$ cat src/rtl/jtm_pkg.sv
package jtm_pkg;

    typedef enum logic [1:0] {
        OP_TAPRESET = 2'd0,
        OP_IRSCAN   = 2'd1,
        OP_DRSCAN   = 2'd2,
        OP_IDREAD   = 2'd3
    } jtm_op_e;

    typedef enum logic [2:0] {
        ST_IDLE,
        ST_RESET,
        ST_PRE,
        ST_SHIFT,
        ST_UPDATE,
        ST_RETURN,
        ST_FIN
    } jtm_state_e;

    // TCK cycles with TMS high in the reset walk; one low cycle follows.
    localparam int RESET_HIGH_TCKS = 8;
    // The two preambles have different lengths (index of their last step).
    localparam int PRE_IR_LAST = 3;
    localparam int PRE_DR_LAST = 2;

endpackage

$ cat src/rtl/jtm_tck_div.sv
// Issues one tick per TCK half period while an operation runs.
module jtm_tck_div #(
    parameter int DIV_W = 8
) (
    input  logic             clk,
    input  logic             rst_n,
    input  logic             run_i,
    input  logic [DIV_W-1:0] half_i,
    output logic             tick_o
);

    logic [DIV_W-1:0] cnt_q;

    assign tick_o = run_i && (cnt_q == '0);

    always_ff @(posedge clk or negedge rst_n) begin
        if (!rst_n) begin
            cnt_q <= '0;
        end else if (!run_i) begin
            cnt_q <= '0;
        end else if (cnt_q == '0) begin
            cnt_q <= half_i;
        end else begin
            cnt_q <= cnt_q - DIV_W'(1);
        end
    end

endmodule

$ cat src/rtl/jtm_shift_reg.sv
// Shift register that sends the scan word out and gathers the captured TDO bits,
// in either bit order and over a variable length.
module jtm_shift_reg #(
    parameter int DATA_W = 32,
    parameter int LEN_W  = 6
) (
    input  logic              clk,
    input  logic              rst_n,
    input  logic              load_i,
    input  logic [DATA_W-1:0] load_word_i,
    input  logic [LEN_W-1:0]  load_len_i,
    input  logic              shift_i,
    input  logic              lsb_i,
    input  logic [LEN_W-1:0]  len_i,
    input  logic              tdo_i,
    output logic              out_bit_o,
    output logic [DATA_W-1:0] word_o
);

    localparam int IDX_W = $clog2(DATA_W);

    logic [DATA_W-1:0] sr_q;
    logic [DATA_W-1:0] nxt;
    logic [IDX_W-1:0]  top_idx;

    function automatic logic [DATA_W-1:0] len_mask(input logic [LEN_W-1:0] n);
        logic [DATA_W:0] one_hot;
        one_hot = (DATA_W+1)'(1) << n;
        return one_hot[DATA_W-1:0] - DATA_W'(1);
    endfunction

    assign top_idx   = IDX_W'(len_i - LEN_W'(1));
    assign out_bit_o = lsb_i ? sr_q[0] : sr_q[top_idx];
    assign word_o    = sr_q;

    always_comb begin
        if (lsb_i) begin
            nxt          = sr_q >> 1;
            nxt[top_idx] = tdo_i;
        end else begin
            nxt = ((sr_q << 1) | DATA_W'(tdo_i)) & len_mask(len_i);
        end
    end

    always_ff @(posedge clk or negedge rst_n) begin
        if (!rst_n) begin
            sr_q <= '0;
        end else if (load_i) begin
            sr_q <= load_word_i & len_mask(load_len_i);
        end else if (shift_i) begin
            sr_q <= nxt;
        end
    end

endmodule

$ cat src/rtl/jtag_host_engine.sv
module jtag_host_engine
    import jtm_pkg::*;
#(
    parameter int                DATA_W    = 32,
    parameter int                IR_LEN    = 5,
    parameter logic [IR_LEN-1:0] IDCODE_OP = 5'h1E,
    parameter int                DIV_W     = 8,
    localparam int               LEN_W     = $clog2(DATA_W + 1)
) (
    input  logic              clk,
    input  logic              rst_n,
    input  logic              start_i,
    input  logic [1:0]        op_i,
    input  logic [DATA_W-1:0] wdata_i,
    input  logic [LEN_W-1:0]  nbits_i,
    input  logic              lsb_first_i,
    input  logic              no_end_i,
    input  logic              no_ret_i,
    input  logic [DIV_W-1:0]  half_period_i,
    output logic              busy_o,
    output logic              done_o,
    output logic [DATA_W-1:0] rdata_o,
    output logic              tck_o,
    output logic              tms_o,
    output logic              tdi_o,
    input  logic              tdo_i
);

    // The step counter shares the length width; DATA_W >= 8 keeps the reset walk in range.

    jtm_state_e        state_q, state_d;
    logic [LEN_W-1:0]  cnt_q, cnt_d;
    jtm_op_e           op_q, op_d;
    logic              lsb_q, lsb_d;
    logic              noend_q, noend_d;
    logic              noret_q, noret_d;
    logic              ir_q, ir_d;
    logic [LEN_W-1:0]  len_q, len_d;
    logic [DIV_W-1:0]  hp_q, hp_d;

    logic              tick, fall, rise, run;
    logic              last_step, step_tms, step_tdi;
    logic              ld, shift_en, sh_out;
    logic [DATA_W-1:0] ld_word, sr_word;

    logic              tck_q, tms_q, tdi_q, done_q;
    logic [DATA_W-1:0] rdata_q;

    function automatic logic [LEN_W-1:0] fit_len(input logic [LEN_W-1:0] n);
        if (n == '0)                    return LEN_W'(1);
        else if (n > LEN_W'(DATA_W))    return LEN_W'(DATA_W);
        else                            return n;
    endfunction

    assign run  = state_q inside {ST_RESET, ST_PRE, ST_SHIFT, ST_UPDATE, ST_RETURN};
    assign fall = tick && tck_q;
    assign rise = tick && !tck_q;

    jtm_tck_div #(.DIV_W(DIV_W)) u_div (
        .clk    (clk),
        .rst_n  (rst_n),
        .run_i  (run),
        .half_i (hp_q),
        .tick_o (tick)
    );

    jtm_shift_reg #(.DATA_W(DATA_W), .LEN_W(LEN_W)) u_sreg (
        .clk         (clk),
        .rst_n       (rst_n),
        .load_i      (ld),
        .load_word_i (ld_word),
        .load_len_i  (len_d),
        .shift_i     (shift_en),
        .lsb_i       (lsb_q),
        .len_i       (len_q),
        .tdo_i       (tdo_i),
        .out_bit_o   (sh_out),
        .word_o      (sr_word)
    );

    // TMS and TDI values for the current TCK cycle, and whether it is the state's last cycle.
    always_comb begin
        step_tms  = 1'b0;
        last_step = 1'b0;
        unique case (state_q)
            ST_RESET: begin
                step_tms  = cnt_q < LEN_W'(RESET_HIGH_TCKS);
                last_step = cnt_q == LEN_W'(RESET_HIGH_TCKS);
            end
            ST_PRE: begin
                step_tms  = ir_q ? (cnt_q < LEN_W'(2)) : (cnt_q == '0);
                last_step = cnt_q == (ir_q ? LEN_W'(PRE_IR_LAST) : LEN_W'(PRE_DR_LAST));
            end
            ST_SHIFT: begin
                last_step = cnt_q == (len_q - LEN_W'(1));
                step_tms  = last_step && !noend_q;
            end
            ST_UPDATE: begin
                step_tms  = 1'b1;
                last_step = 1'b1;
            end
            ST_RETURN: begin
                step_tms  = 1'b0;
                last_step = 1'b1;
            end
            default: begin
                step_tms  = 1'b0;
                last_step = 1'b0;
            end
        endcase
        step_tdi = (state_q == ST_SHIFT) ? sh_out : 1'b1;
    end

    // Next state and control values.
    always_comb begin
        state_d  = state_q;
        cnt_d    = cnt_q;
        op_d     = op_q;
        lsb_d    = lsb_q;
        noend_d  = noend_q;
        noret_d  = noret_q;
        ir_d     = ir_q;
        len_d    = len_q;
        hp_d     = hp_q;
        ld       = 1'b0;
        ld_word  = '0;
        shift_en = 1'b0;
        unique case (state_q)
            ST_IDLE: begin
                if (start_i) begin
                    op_d    = jtm_op_e'(op_i);
                    hp_d    = half_period_i;
                    cnt_d   = '0;
                    lsb_d   = lsb_first_i;
                    noend_d = no_end_i;
                    noret_d = no_ret_i;
                    len_d   = fit_len(nbits_i);
                    ld      = 1'b1;
                    ld_word = wdata_i;
                    unique case (jtm_op_e'(op_i))
                        OP_IRSCAN: begin
                            ir_d    = 1'b1;
                            state_d = ST_PRE;
                        end
                        OP_DRSCAN: begin
                            ir_d    = 1'b0;
                            state_d = ST_PRE;
                        end
                        default: begin
                            lsb_d   = 1'b1;
                            noend_d = 1'b0;
                            noret_d = 1'b0;
                            state_d = ST_RESET;
                        end
                    endcase
                end
            end
            ST_FIN: state_d = ST_IDLE;
            default: begin
                if (rise) begin
                    shift_en = (state_q == ST_SHIFT);
                    if (!last_step) begin
                        cnt_d = cnt_q + LEN_W'(1);
                    end else begin
                        cnt_d = '0;
                        unique case (state_q)
                            ST_RESET: begin
                                if (op_q == OP_IDREAD) begin
                                    state_d = ST_PRE;
                                    ir_d    = 1'b1;
                                    ld      = 1'b1;
                                    ld_word = DATA_W'(IDCODE_OP);
                                    len_d   = LEN_W'(IR_LEN);
                                end else begin
                                    state_d = ST_FIN;
                                end
                            end
                            ST_PRE:    state_d = ST_SHIFT;
                            ST_SHIFT:  state_d = noend_q ? ST_FIN : ST_UPDATE;
                            ST_UPDATE: state_d = noret_q ? ST_FIN : ST_RETURN;
                            ST_RETURN: begin
                                if (op_q == OP_IDREAD && ir_q) begin
                                    state_d = ST_PRE;
                                    ir_d    = 1'b0;
                                    ld      = 1'b1;
                                    ld_word = '0;
                                    len_d   = LEN_W'(DATA_W);
                                end else begin
                                    state_d = ST_FIN;
                                end
                            end
                            default: state_d = ST_IDLE;
                        endcase
                    end
                end
            end
        endcase
    end

    // State register.
    always_ff @(posedge clk or negedge rst_n) begin
        if (!rst_n) begin
            state_q <= ST_IDLE;
            cnt_q   <= '0;
            op_q    <= OP_TAPRESET;
            lsb_q   <= 1'b1;
            noend_q <= 1'b0;
            noret_q <= 1'b0;
            ir_q    <= 1'b0;
            len_q   <= LEN_W'(1);
            hp_q    <= '0;
        end else begin
            state_q <= state_d;
            cnt_q   <= cnt_d;
            op_q    <= op_d;
            lsb_q   <= lsb_d;
            noend_q <= noend_d;
            noret_q <= noret_d;
            ir_q    <= ir_d;
            len_q   <= len_d;
            hp_q    <= hp_d;
        end
    end

    // Pin and result outputs.
    always_ff @(posedge clk or negedge rst_n) begin
        if (!rst_n) begin
            tck_q   <= 1'b1;
            tms_q   <= 1'b1;
            tdi_q   <= 1'b1;
            done_q  <= 1'b0;
            rdata_q <= '0;
        end else begin
            done_q <= 1'b0;
            if (fall) begin
                tck_q <= 1'b0;
                tms_q <= step_tms;
                tdi_q <= step_tdi;
            end else if (rise) begin
                tck_q <= 1'b1;
            end
            if (state_q == ST_FIN) begin
                done_q  <= 1'b1;
                rdata_q <= sr_word;
            end
        end
    end

    assign busy_o  = state_q != ST_IDLE;
    assign done_o  = done_q;
    assign rdata_o = rdata_q;
    assign tck_o   = tck_q;
    assign tms_o   = tms_q;
    assign tdi_o   = tdi_q;

endmodule

$ cat config.mk
export PLATFORM = sky130hd
export DESIGN_NAME = jtag_host_engine
export DESIGN_NICKNAME = d
export VERILOG_FILES = /design/src/rtl/jtm_pkg.sv /design/src/rtl/jtm_tck_div.sv /design/src/rtl/jtm_shift_reg.sv /design/src/rtl/jtag_host_engine.sv
export SDC_FILE = /design/constraint.sdc
export NUM_CORES = 1
export LEC_CHECK = 0
export BUFFER_PORTS_ARGS = -buffer_cell sky130_fd_sc_hd__clkbuf_2
export CAP_MARGIN = 20
export CORE_MARGIN = 5
export CORE_UTILIZATION = 61
export CTS_CLUSTER_DIAMETER = 60
export DETAILED_ROUTE_END_ITERATION = 6
export PLACE_DENSITY = 0.89
export SETUP_SLACK_MARGIN = 0.4
export SYNTH_ARGS = -nofsm -noshare
export SYNTH_HDL_FRONTEND = slang
export SYNTH_HIERARCHICAL = 1
export SYNTH_SLANG_ARGS = --single-unit
$ cat constraint.sdc
create_clock -name clk -period 6.9 [get_ports clk]
set_input_delay 0.345 -clock clk [delete_from_list [all_inputs] [get_ports clk]]
set_output_delay 0.345 -clock clk [all_outputs]
set_load 0.02 [all_outputs]
==> results of run 1 <==
==> cell families after synthesis <==
family / share of synthesized area
AO/OA/AOI/OAI: 0.219
AND/OR/NAND/NOR: 0.303
flip-flops: 0.299
XOR/XNOR: 0.0319
multiplexers: 0.0670
buffers and inverters: 0.0585
adder cells (fa/ha/maj): 0.0213
==> synthesized netlist by cell type (8+ instances only) <==
| cell | instances | area, sq um |
|---|---|---|
| dfrtp_1 | 100 | 2500 |
| o211ai_1 | 23 | 173 |
| xor2_1 | 16 | 140 |
| inv_1 | 27 | 101 |
| clkbuf_1 | 64 | 240 |
| nand4_1 | 9 | 56.3 |
| or3_1 | 8 | 50.1 |
| a21oi_1 | 49 | 245 |
| and2_1 | 8 | 50.1 |
| xnor2_1 | 16 | 140 |
| and3_1 | 34 | 213 |
| a32oi_1 | 9 | 78.8 |
| nor4_1 | 9 | 56.3 |
| mux2_2 | 11 | 124 |
| buf_1 | 14 | 52.6 |
| o21ai_0 | 56 | 280 |
| nor2_1 | 75 | 282 |
| a211oi_1 | 8 | 60.1 |
| a21o_1 | 8 | 60.1 |
| mux2i_1 | 24 | 240 |
| ha_1 | 15 | 188 |
| o21a_1 | 10 | 75.1 |
| nand2b_1 | 13 | 81.3 |
| a311oi_1 | 9 | 78.8 |
| a31oi_1 | 14 | 87.6 |
| nor3_1 | 35 | 175 |
| o21ai_1 | 9 | 45.0 |
| nand3b_1 | 12 | 90.1 |
| nand2_1 | 230 | 863 |
| mux4_2 | 10 | 225 |
| nor2b_1 | 21 | 131 |
| nor3b_1 | 10 | 75.1 |
| nand3_1 | 43 | 215 |
==> area by class of cell <==
class | instances | area, sq um | share of cell area
flip-flops and latches | 105 | 2630 | 0.275
clock inverters | 6 | 83.8 | 0.00876
well taps | 180 | 225 | 0.0235
repair buffers | 112 | 618 | 0.0646
clock buffers | 10 | 239 | 0.0250
multi-input cells | 910 | 5670 | 0.592
inverters | 28 | 105 | 0.0110
==> cells in the final DEF (no fill, tap or decap), drive strengths merged, types with 15 or more instances in the layout <==
| cell type | instances |
|---|---|
| nand2 | 231 |
| buf | 21 |
| nor2 | 75 |
| inv | 30 |
| and3 | 34 |
| ha | 15 |
| a21oi | 50 |
| o21ai | 65 |
| xnor2 | 16 |
| clkbuf | 100 |
| xor2 | 16 |
| nand3 | 43 |
| dfrtp | 100 |
| nor3 | 35 |
| mux2i | 24 |
| o211ai | 24 |
| nor2b | 21 |
==> final timing paths <==
check	start	to	slack [ps]
worst max-delay path	len_q[0]$_DFF_PN1_	u_sreg/word_o[8]$_DFFE_PN0P_	990
worst min-delay path	half_period_i[1]	hp_q[1]$_DFFE_PN0P_	180
worst max register to register	len_q[0]$_DFF_PN1_	u_sreg/word_o[8]$_DFFE_PN0P_	990
worst min register to register	rdata_o[14]$_DFFE_PN0P_	rdata_o[14]$_DFFE_PN0P_	480
max in group asynchronous	rst_n	rdata_o[1]$_DFFE_PN0P_	5160
min in group asynchronous	rst_n	cnt_q[0]$_DFFE_PN0P_	520
==> sequential cells by signal, summed over array words and instances, names as in the netlist <==
signal         cells
rdata_o           32
u_sreg/word_o     32
hp_q               8
u_div/cnt_q        8
cnt_q              6
len_q              6
state_q            3
op_q               2
done_o             1
ir_q               1
lsb_q              1
noend_q            1
noret_q            1
tck_o              1
tdi_o              1
tms_o              1
==> layer usage <==
layer / wire [um] / GRT usage
met5: 0 / 0
met4: 1930 / 0.186
met3: 4170 / 0.0835
met2: 13100 / 0.537
met1: 12100 / 0.523
==> critical path, cell delays in order (launching register included) <==
cell and delay [ps]:
dfstp_2 930, inv_1 180, ha_1 330, xor2_1 150, nand4_1 120, nor4b_2 560
a21oi_4 200, nor2_1 460, o211ai_1 170, buf_4 210, or2_2 370, nor3_1 330
nand3b_1 130, ha_1 500, nor3_1 520, mux2i_1 140, o31ai_1 240, a32oi_1 120
o21ai_1 140
==> report_power, final <==
part	internal [mW]	switching [mW]
Combinational	0.908	1.53
Clock	0.301	0.263
Sequential	0.790	0.325
==> per-stage QoR <==
stage / area (sq um) / setup slack [ps] / hold slack [ps] / instances
final: 9570 / 989 / 179 / 1351
after CTS: 9570 / 878 / 173 / 1351
after detailed placement: 9230 / 900 / 392 / 1334
after global placement: 9230 / 1170 / 391 / 1334
after floorplan: 8800 / 2060 / 49.4 / 1134
after global routing: 9570 / 518 / 204 / 1351
==> what timing repair did <==
| action | 4_1_cts | 5_1_grt |
|---|---|---|
| hold buffers | 1 | 0 |
| endpoints found under the setup margin | 0 | 5 |
| endpoints found under the hold margin | 1 | 0 |
| gates resized for setup | 0 | 2 |
==> results_dict.tcl, run 1 <==
set metrics [dict create \
    status "complete, no violations" \
    r2r_cells 18 \
    crit_path_start_kind "register" \
    critPathKind "reg2reg" \
    core-area_sq_mm 0.0140 \
    utilization 0.684 \
    drive_above_1_share 0.158 \
    gr-usage-all-layers 0.371 \
    period_needed_ps 5910 \
    clock-root-buffer "clkbuf_16" \
    clock_skew_ps 11.0 \
    insertion_delay_ps 360 \
    synth_area_sq_mm 0.00880 \
    synth_warnings 6 \
    grt_max_degree 61 \
    wl_per_cell_um 23.1 \
    drt_iter0_drc 1645 \
    num-nets-final 1236 \
    gr-total-overflow 0 \
    hold_class "in2reg" \
    grt_pass1_vias 8771 \
    n_fill_cell 1182 \
    grt_pass1_wl_um 48800 \
    cp.required_ps 7180 \
    power_mw 4.12 \
    dieHeight_um 130 \
    maxCapViolations 0 \
    drc 0 \
    totalWireLength_um 31200 \
    finalSetupViolCount 0 \
    num_io_pins 92 \
    tightest_slew_ps 1100 \
    worstPathArrival_ps 6190 \
    die-area_sq_mm 0.0169 \
    p_leak_nw 4.30 \
    slew_headroom 0.263 \
    numCtsBuffers 9 \
    clockBufferDepth 2 \
    core.rowCount 43 \
    path_max_fanout 27 \
    cp-end-kind "register" \
    synth_cell_types 93 \
    die_w_um 130 \
    cts-htree-levels 3 \
    drt-pass1-iter-count 6 \
    maxSlewViolCount 0 \
    syn_avg_cell_area_sq_um 7.76 \
    vias 9658 \
    place_hpwl_um 22000 \
    start_util 0.629 \
    seq_area_frac_synth 0.299 \
    rsz0062_at_grt "false" \
    worst_setup_hold_path_clk_slew_ps 80 \
    ant_nets 0 \
    synthCells 1134 \
    finalCritPeriodShare 0.857 \
    antennaDiodeCount 0 \
    power_density_mw_per_mm2 430 \
    synth_edf_count 0 \
    port_buffers 91 \
    synthToLayoutAreaGrowth_pct 8.85 \
    synth_seq_cells 105 \
    cts.sinks 105 \
    setup_tns_ps 0 \
    fmax_mhz 169 \
    syn-num-nets 1204 \
    async_reset_ff_frac 1.00 \
    ir_worst_vdd_v 0.000328 \
    antenna_found_initial 0 \
    hold_viol 0 \
    whs_path_depth 3 \
    synthFlopType "dfrtp_1" \
    post-cts-setup-buffer-count 0 \
    cts_tree "built" \
    drt-vias-per-instance 7.15 \
    place_congestion 1.04 \
]
No activity file was read; power rests on OpenSTA's default activity.
==> inputs of run 2 (changes only) <==
Settings changed: CTS_BUF_LIST from default to sky130_fd_sc_hd__clkbuf_16, REMOVE_ABC_BUFFERS from default to 1.
==> run 2 against run 1 <==
The flow now finishes with violations (design-rule violations). Final area fell by 0.48%. First-iteration DRC count rose by 0.36%. Critical path depth fell by 1. Clock skew barely moved. Clock-buffer cell count fell by 1. Worst hold slack improved by 1.5 ps. Via count fell by 1.8%. Sequential share of layout area rose by 0.13 points. Sequential power fell by 4%. Non-clock buffer count did not move. Utilization fell by 0.33 points. Clock power fell by 11%. Largest power group unchanged.
==> results_dict.tcl, run 2 (synthesized netlist as in run 1, its figures left out) <==
set metrics [dict create \
    p_leak_nw 4.28 \
    fmax_mhz 163 \
    die-area_sq_mm 0.0169 \
    p_int_mw 1.97 \
    status "complete, but fails checks" \
    cp.required_ps 7180 \
    n_fill_cell 1201 \
    cts-htree-levels 3 \
    drt-pass1-iter-count 7 \
    post-cts-setup-buffer-count 0 \
    die_w_um 130 \
    synthToLayoutAreaGrowth_pct 8.32 \
    port_buffers 91 \
    gr-usage-all-layers 0.354 \
    ir_worst_vdd_v 0.000223 \
    crit_path_start_kind "register" \
    drive_above_1_share 0.155 \
    layout_commonest_cell "nand2_1" \
    core-area_sq_mm 0.0140 \
    power_mw 4.10 \
    maxSlewViolCount 0 \
    antenna_found_initial 0 \
    num_io_pins 92 \
    cp_slowest_cell "dfstp_2" \
    finalWorstSetupSlack_ps 749 \
    gr-total-overflow 0 \
    drc 7 \
    cts.sinks 105 \
    placed_cells 1334 \
    clock-root-buffer "clkbuf_16" \
    insertion_delay_ps 360 \
    setup.worst_path.start "len_q[0]$_DFF_PN1_" \
    worstPathArrival_ps 6430 \
    whs_path_depth 3 \
    hold_viol 0 \
    setup_tns_ps 0 \
    layout_common_cells "nand2_1 (230), dfrtp_1 (100), clkbuf_2 (90)" \
    power_density_mw_per_mm2 430 \
    clock_skew_ps 10.6 \
    drt-vias-per-instance 7.02 \
    drt_iter0_drc 1651 \
    timing.hold.ws_ps 180 \
    power.switching_mw 2.13 \
    register_area_sq_mm 0.00263 \
    critical_path_depth 17 \
    totalWireLength_um 30300 \
    place_hpwl_um 21500 \
    vias 9485 \
    clockBufferDepth 2 \
    period_needed_ps 6150 \
    start_util 0.629 \
    violations "design-rule violations" \
    num-nets-final 1236 \
    worst_setup_hold_path_clk_slew_ps 80 \
    cp_num_buf_inv 1 \
    grt_max_degree 69 \
    combPwrFrac 0.615 \
    power_switching_share 0.519 \
    maxCapViolations 0 \
    p_seq_frac 0.263 \
    hp-start "half_period_i[5]" \
    place_congestion 1.07 \
    grt_pass1_vias 8635 \
    tightest_slew_ps 1070 \
    slew_headroom 0.286 \
    reg2reg_from "len_q[0]$_DFF_PN1_" \
    path_delay_family "simple AND/OR/NAND/NOR gates" \
    pre_cts_ws_ps 708 \
    finalSetupViolCount 0 \
    cts_tree "built" \
    rsz0062_at_grt "false" \
    path_max_fanout 27 \
    cp_cell_sequence "inv_1 > ha_1 > xor2_1 > nand4_1 > nor4b_2 > a21oi_4 > nor2_1 > o211ai_1 > or2_2 > nor3_1 > nand2_1 > ha_1 > nor3_1 > a22oi_1 > o21ai_0 > a32oi_1 > o211ai_1" \
    wl_per_cell_um 22.4 \
    p_clk_frac 0.123 \
    grt_pass1_wl_um 46800 \
    hold_class "in2reg" \
    core.rowCount 43 \
    antennaDiodeCount 0 \
    multi_input_area_sq_mm 0.00567 \
    r2r_cells 17 \
    cp-end-kind "register" \
    dieHeight_um 130 \
    ant_nets 0 \
    fin_cells 1351 \
    critPathKind "reg2reg" \
    numCtsBuffers 9 \
    finalCritPeriodShare 0.891 \
    cp_slowest_stage_delay_ps 930 \
]
## run 2: cell count changes in the layout (fill, tap and decap cells not counted), sizes merged
| cell | before | now |
|---|---|---|
| bufinv | 1 | 0 |
| clkbuf | 100 | 99 |
| clkinv | 3 | 4 |
| inv | 30 | 31 |
## run 2: worst min-delay path, delay by kind of cell
kind          cells  cell delay [ps]
buf+inv           1               80
simple gates      2               90
## run 2: path summary, 6_finish.rpt
path	slack, ps	endpoint
max	750	u_sreg/word_o[12]$_DFFE_PN0P_
min	180	hp_q[5]$_DFFE_PN0P_
max reg2reg	750	u_sreg/word_o[12]$_DFFE_PN0P_
min reg2reg	470	hp_q[3]$_DFFE_PN0P_
max in group asynchronous	5130	rdata_o[23]$_DFFE_PN0P_
min in group asynchronous	510	cnt_q[0]$_DFFE_PN0P_
## run 2: what timing repair did
action,CTS,global route
hold endpoints to repair,37,0
setup endpoints to repair,0,8
hold buffers,1,0
gates resized for setup,0,1
## run 2: metal layers
layer	track usage	vias up	wire [um]
li1	-	4179	-
met1	0.503	4443	11900
met2	0.508	737	12700
met3	0.104	126	4280
met4	0.136	0	1420
met5	0	-	0
## run 2: power groups by stage
stage / Sequential (mW) / Clock, mW / Combinational, mW
floorplan: 1.06 / 0 / 1.65
global placement: 1.06 / 0 / 2.37
detailed placement: 1.07 / 0 / 2.38
CTS: 1.06 / 0.504 / 2.40
global route: 1.10 / 0.528 / 2.67
finish: 1.08 / 0.502 / 2.52
## run 2: layout make-up
type | count | share of cell area
clock buffers | 9 | 0.0236
clock inverters | 7 | 0.00565
inverters | 28 | 0.0110
multi-input cells | 910 | 0.595
flip-flops and latches | 105 | 0.276
well taps | 180 | 0.0236
repair buffers | 112 | 0.0649
## run 2: per-stage QoR
| stage | utilization | instance area, sq um |
|---|---|---|
| final | 0.681 | 9530 |
| after global routing | 0.681 | 9530 |
| after CTS | 0.681 | 9520 |
| after detailed placement | 0.660 | 9230 |
| after global placement | 0.660 | 9230 |
| after floorplan | - | 8390 |
